File: src/rtl/fstack_regfile.sv
module fstack_regfile #(
  parameter int W = 80
) (
  input  logic         clk,
  input  logic         rst_n,
  input  logic         op_valid,
  input  logic [3:0]   op_code,
  input  logic [2:0]   op_idx,
  input  logic [W-1:0] wr_data,
  output logic [W-1:0] rd_data,
  output logic         rd_valid,
  output logic [15:0]  status
);
  localparam logic [3:0] OP_PUSH = 4'd1, OP_DUP = 4'd2, OP_POP = 4'd3, OP_STPOP = 4'd4,
                         OP_WRITE = 4'd5, OP_READ = 4'd6, OP_XCHG = 4'd7, OP_XCHG1 = 4'd8,
                         OP_INIT = 4'd9, OP_CLEX = 4'd10;

  logic [W-1:0] ent_q [8];
  logic [7:0]   tag_q;
  logic [2:0]   top_q;
  logic         sf_q, ie_q, c1_q;
  logic [W-1:0] rd_q;
  logic         rdv_q;

  logic [2:0] sel_idx, ph_i, ph_n, ph_p;
  logic       under, over, fault;

  assign sel_idx = (op_code == OP_XCHG1) ? 3'd1 : op_idx;
  assign ph_i    = top_q + sel_idx;
  assign ph_n    = top_q - 3'd1;
  assign ph_p    = top_q + 3'd1;

  always_comb begin
    under = 1'b0;
    over  = 1'b0;
    if (op_valid) begin
      case (op_code)
        OP_PUSH:  over  = tag_q[ph_n];
        OP_DUP: begin
          under = !tag_q[ph_i];
          over  = tag_q[ph_i] && tag_q[ph_n];
        end
        OP_POP, OP_STPOP: under = !tag_q[top_q];
        OP_READ:  under = !tag_q[ph_i];
        OP_XCHG, OP_XCHG1: under = !tag_q[top_q] || !tag_q[ph_i];
        default: ;
      endcase
    end
  end
  assign fault = under || over;

  always_ff @(posedge clk) begin
    if (!rst_n) begin
      top_q <= '0;
      tag_q <= '0;
      sf_q  <= 1'b0;
      ie_q  <= 1'b0;
      c1_q  <= 1'b0;
      rdv_q <= 1'b0;
    end else begin
      rdv_q <= 1'b0;
      if (fault) begin
        sf_q <= 1'b1;
        ie_q <= 1'b1;
        c1_q <= over;
      end else if (op_valid) begin
        case (op_code)
          OP_PUSH, OP_DUP: begin
            tag_q[ph_n] <= 1'b1;
            top_q       <= ph_n;
          end
          OP_POP: begin
            tag_q[top_q] <= 1'b0;
            top_q        <= ph_p;
            rdv_q        <= 1'b1;
          end
          OP_STPOP: begin
            tag_q[ph_i]  <= 1'b1;
            tag_q[top_q] <= 1'b0;
            top_q        <= ph_p;
          end
          OP_WRITE: tag_q[ph_i] <= 1'b1;
          OP_READ:  rdv_q <= 1'b1;
          OP_XCHG, OP_XCHG1: c1_q <= 1'b0;
          OP_INIT: begin
            top_q <= '0;
            tag_q <= '0;
            sf_q  <= 1'b0;
            ie_q  <= 1'b0;
            c1_q  <= 1'b0;
          end
          OP_CLEX: begin
            sf_q <= 1'b0;
            ie_q <= 1'b0;
          end
          default: ;
        endcase
      end
    end
  end

  always_ff @(posedge clk) begin
    if (op_valid && !fault) begin
      case (op_code)
        OP_PUSH:  ent_q[ph_n] <= wr_data;
        OP_DUP:   ent_q[ph_n] <= ent_q[ph_i];
        OP_POP:   rd_q <= ent_q[top_q];
        OP_STPOP: ent_q[ph_i] <= ent_q[top_q];
        OP_WRITE: ent_q[ph_i] <= wr_data;
        OP_READ:  rd_q <= ent_q[ph_i];
        OP_XCHG, OP_XCHG1: begin
          ent_q[top_q] <= ent_q[ph_i];
          ent_q[ph_i]  <= ent_q[top_q];
        end
        default: ;
      endcase
    end
  end

  assign rd_data  = rd_q;
  assign rd_valid = rdv_q;
  assign status   = {2'b00, top_q, 1'b0, c1_q, 1'b0, ie_q, sf_q, 5'b00000, ie_q};
endmodule

File: config.mk
export PLATFORM = sky130hd
export DESIGN_NAME = fstack_regfile
export DESIGN_NICKNAME = d
export VERILOG_FILES = /design/src/rtl/fstack_regfile.sv
export SDC_FILE = /design/constraint.sdc
export NUM_CORES = 1
export LEC_CHECK = 0
export BUFFER_PORTS_ARGS = -buffer_cell sky130_fd_sc_hd__buf_2
export CORE_ASPECT_RATIO = 0.5
export CORE_UTILIZATION = 58
export CTS_CLUSTER_SIZE = 28
export DETAILED_ROUTE_END_ITERATION = 16
export PLACE_DENSITY = 0.76
export SKIP_LAST_GASP = 1
export SYNTH_ARGS = -nofsm -noshare
export SYNTH_HDL_FRONTEND = slang
export SYNTH_SLANG_ARGS = --single-unit
File: constraint.sdc
create_clock -name clk -period 17.3 [get_ports clk]
set_input_delay 3.46 -clock clk [delete_from_list [all_inputs] [get_ports clk]]
set_output_delay 3.46 -clock clk [all_outputs]
set_load 0.05 [all_outputs]
**Word-level counts from Yosys, hierarchy flattened**

Memories as Yosys holds them, arrays and structs flattened. A register that Yosys moved wholly into a read port is not among the register bits.
Index checks and enable logic that the tools add are counted.

- Reductions and logical operators: 30
- Muxes and demuxes: 50
- Add/sub/neg operators: 3
- $lt $le $gt $ge: 6
- Eq/ne operators: 11
- Bitwise gates (word level): 14

Operator list:

| operator | count |
|---|---|
| two-way mux 80 bit | 4 |
| case mux 80 bit (2 select lines) | 1 |
| OR reduction 80 bit | 1 |
| case mux 8 bit (5 select lines) | 1 |
| two-way mux 1 bit | 31 |
| AND 8 bit | 2 |
| == test 4 x 3 -> 1 bit (second input constant) | 4 |
| bitwise OR 8 bit | 2 |
| == test 4 bit (second input constant) | 3 |
| < comparator 3 x 4 -> 1 bit (second input constant) | 3 |
| two-way mux 3 bit | 4 |
| OR reduction 2 bit | 6 |
| binary-select mux 1 bit (select 3 bit) | 3 |
| demux 1 bit (select 3 bit) | 3 |
| >= comparator 3 x 1 -> 1 bit (second input constant) | 3 |
| case mux 3 bit (3 select lines) | 1 |
| == test 4 x 2 -> 1 bit (second input constant) | 2 |
| inverter 8 bit | 1 |
| nonzero test 2 bit | 4 |
| AND reduction 2 bit | 3 |
| AND reduction 3 bit | 2 |
| OR reduction 3 bit | 2 |
| logical AND 1 bit | 5 |
| nonzero test 5 bit | 1 |
| other kinds (13) | 22 |

- Register bits: 94
- Input bits: 90
- Memories kept: 1
- Output and inout bits: 97
- RAM bits: 640
- Word-level logic and storage cells: 121

Memories:

| name | words | bits a word | rd ports | clocked after Yosys merged registers in | wr ports | line | text |
|---|---|---|---|---|---|---|---|
| ent_q | 8 | 80 | 2 | 1 | 2 | 18 | `logic [W-1:0] ent_q [8];` |

**Logic depth before layout (Yosys ltp)**

- Word-level depth: 18
- Depth in mapped cells: 16
- Depth with buffers taken out: 11

**Worst setup path after synthesis**

OpenSTA, ideal clock, no wires.

- Path type: input to register
- From: input port op_code[0]
- To: memory ent_q[3][0], enable pin
- Path slack: 4.666 ns
- Data required time: 16.671 ns
- Stages on the path: 12
- Setup time: 0.629 ns
- Buffers on the path: 4
- Arrival: 12.005 ns
- Path through: buf_2 > nor4b_4 > or2_2 > ha_1 > fa_1 > clkbuf_1 > mux4_2 > a211oi_2 > o211ai_2 > buf_2 > clkbuf_1 > o21ai_0

RTL lines:

| what | line | text |
|---|---|---|
| from (decl) | 7 | `input logic [3:0] op_code,` |
| to (decl) | 18 |  |

==> results.py <==
metrics = {
    "critical_path": {
        "end_kind": "flip-flop",
        "crit_path_start_kind": "input pin",
        "worstPathMaxFanout": 49,
        "crit_arrival_ns": 9.17,
        "crit_required_ns": 17.56,
        "setup.worst_path.class": "input pin to flip-flop",
    },
    "sta": {
        "fmax_ghz": 0.112,
        "final_max_slew_viol_count": 0,
        "worst_pin_slew_ns": 1.21,
        "finClkSkew_ns": 0.0219,
        "slew_headroom": 0.194,
        "finalHoldViolations": 0,
        "worst_slack_ns": 8.39,
        "finalSetupViolations": 0,
        "rsz0062_at_grt": "false",
        "setup_tns_ns": 0,
        "fin_crit_sh": 0.515,
        "period_needed_ns": 8.91,
    },
    "placed_design": {
        "numPortBuffers": 177,
        "dpl_cell_area_um2": 45400,
        "gp_congestion": 0.925,
        "post-place-ws_ns": 7.83,
        "place_hpwl_mm": 63.9,
    },
    "clock_network": {
        "worstSkewPairLatency_ns": 0.65,
        "postCtsResizedCells": 0,
        "post_cts_buffers": 0,
        "numCtsBuffers": 68,
        "clk_pin_slew_ns": 0.07,
        "ctsHoldBuffers": 0,
        "clock_path_buffers": 3,
        "clk_root_buffer_cell": "clkbuf_16",
        "cts_sinks": 737,
        "cts-htree-levels": 3,
        "cts_tree": "yes",
    },
    "cells_and_area": {
        "design_area_um2": 47400,
        "diodes": 0,
        "layout_common_cells": "mux2i_1, edfxtp_1, mux4_2",
        "drive_above_1_share": 0.290,
        "final_net_count": 2890,
        "final_common_cell": "mux2i_1",
        "area_growth_syn_to_layout_pct": 8.29,
    },
    "yosys": {
        "yosysWarnings": 0,
        "ys_seq_area_frac": 0.502,
        "synth-xor-area-share": 0.00177,
        "synthSimpleGateAreaFrac": 0.0202,
        "async_reset_ff_frac": 0,
        "synth_cell_type_count": 60,
        "synth_cells": 2739,
        "synth_compound_area_frac": 0.0621,
        "synth_top_family_by_area": "multiplexers",
        "muxShareOfSynthArea": 0.384,
        "syn_area_um2": 43700,
        "synth-edff-count": 720,
        "synth-seq-cells": 737,
        "yosys_most_used_dff": "edfxtp_1",
        "postSynthAreaPerCell_um2": 16.0,
        "synth-adder-area-share": 0.00132,
    },
    "floorplanning": {
        "placementRows": 70,
        "core_area_um2": 73800,
        "die_height_um": 196,
        "design.portCount": 187,
        "die-width_um": 390,
        "die_area_um2": 76600,
        "start_util": 0.592,
    },
    "global_routing": {
        "use_met1": 0.441,
        "grtUsageMet3": 0.0511,
        "grt_overflow_total": 0,
        "top_usage_layer": "met2",
        "grt_antenna_before_repair": 1,
        "grt_pass1_vias": 27800,
        "met2_usage": 0.505,
        "grt_pass1_wl_mm": 179,
        "grt_max_degree": 167,
        "track_usage": 0.314,
    },
    "drt": {
        "drc": 0,
        "wl_per_cell_um": 31.0,
        "num_vias": 27600,
        "avgViaCountPerCell": 7.18,
        "first_pass_iters": 6,
        "wirelength_mm": 119,
        "first_iter_violations": 3314,
        "detail-route-antenna-nets": 0,
    },
    "flow_run": {
        "maxCapViolations": 0,
    },
    "power_and_ir_drop": {
        "p_leak_nw": 18.3,
        "vdd_ir_drop_max_mv": 0.0730,
        "finalPower_mw": 4.67,
        "power_density_nw_per_um2": 98.5,
    },
    "hold_path": {
        "hold_class": "flip-flop to flip-flop",
    },
    "status": {
        "status": "finished clean",
    },
}
-- final timing paths --
check	to	startpoint	slack, ns	depth (start not counted)
max	ent_q[7][44]$_DFFE_PP_	op_code[0]	8.39	13
min	ie_q$_SDFFE_PN0P_	ie_q$_SDFFE_PN0P_	0.55	2
max reg2reg	ent_q[7][44]$_DFFE_PP_	top_q[0]$_SDFFE_PN0P_	11.09	11
min reg2reg	ie_q$_SDFFE_PN0P_	ie_q$_SDFFE_PN0P_	0.55	2
-- final cells by class --
class                           count  area, um2
Clock buffer                       82       1780
Clock inverter                     30        238
Fill cell                        5289      26500
Inverter                            5       18.8
Multi-Input combinational cell   1751      20800
Sequential cell                   737      22000
Tap cell                         1008       1260
Timing Repair Buffer              233       1340
-- flip-flops by register name, indices dropped and copies added, names as in the netlist, named ones only --
signal / cells
c1_q: 1
ent_q: 640
top_q: 3
ie_q: 1
rd_valid: 1
tag_q: 8
rd_data: 80
-- metal layers --
layer,routed length (um),up-vias
li1,-,11400
met1,47500,14400
met2,56900,1578
met3,11100,243
met4,3640,2
met5,13,-
-- Yosys cell counts (5+ instances only) --
master / number / area, um2
a21oi_1: 102 / 510
mux4_2: 322 / 7250
buf_1: 16 / 60.1
inv_1: 5 / 18.8
o41ai_1: 7 / 61.3
and3_1: 5 / 31.3
a31oi_1: 10 / 62.6
buf_6: 5 / 56.3
o22ai_2: 78 / 976
and2_1: 6 / 37.5
nor3b_1: 5 / 37.5
edfxtp_1: 720 / 21600
o22ai_1: 12 / 75.1
dfxtp_1: 17 / 340
nor2_1: 110 / 413
nand3_1: 8 / 40.0
nor2b_1: 12 / 75.1
nand2_1: 15 / 56.3
mux2i_2: 34 / 468
nand4_1: 7 / 43.8
mux2i_4: 43 / 968
buf_2: 97 / 485
a22oi_1: 7 / 52.6
clkbuf_1: 109 / 409
mux2i_1: 809 / 8100
buf_4: 27 / 203
o21ai_0: 12 / 60.1
a2bb2oi_1: 81 / 709
-- cells by family after synthesis --
| logic type | after synthesis |
|---|---|
| adder cells (fa/ha/maj) | 4 |
| flip-flops | 737 |
| AO/OA/AOI/OAI | 332 |
| buffers and inverters | 259 |
| multiplexers | 1210 |
| XOR/XNOR | 8 |
| AND/OR/NAND/NOR | 188 |
| other | 1 |
-- worst max-delay path: stages --
cell and delay (ns):
buf_2 0.30, nor4b_4 0.12, or2_2 0.31, ha_4 0.17, fa_4 0.89, mux4_2 0.55, a211oi_2 0.41, o211a_1 0.53
nand4_1 0.17, buf_4 0.51, o21ai_4 0.40, buf_4 0.42, buf_4 0.83
-- power breakdown --
part	switching [mW]	internal [mW]	total (mW)	leakage, nW
logic	0.648	0.458	1.11	10.7
clock network	0.683	0.788	1.47	0.988
registers	0.0394	2.05	2.09	6.63
total	1.37	3.30	4.67	18.3
-- per-stage QoR --
| step | hold slack (ns) | cells | util |
|---|---|---|---|
| after floorplan | 0.471 | 2747 | - |
| after detailed placement | 0.543 | 3734 | 0.614 |
| after global placement | 0.558 | 3734 | 0.614 |
| after CTS | 0.553 | 3846 | 0.642 |
| after global routing | 0.601 | 3846 | 0.642 |
| final | 0.549 | 3846 | 0.642 |
(Power assumes the default switching activity.)
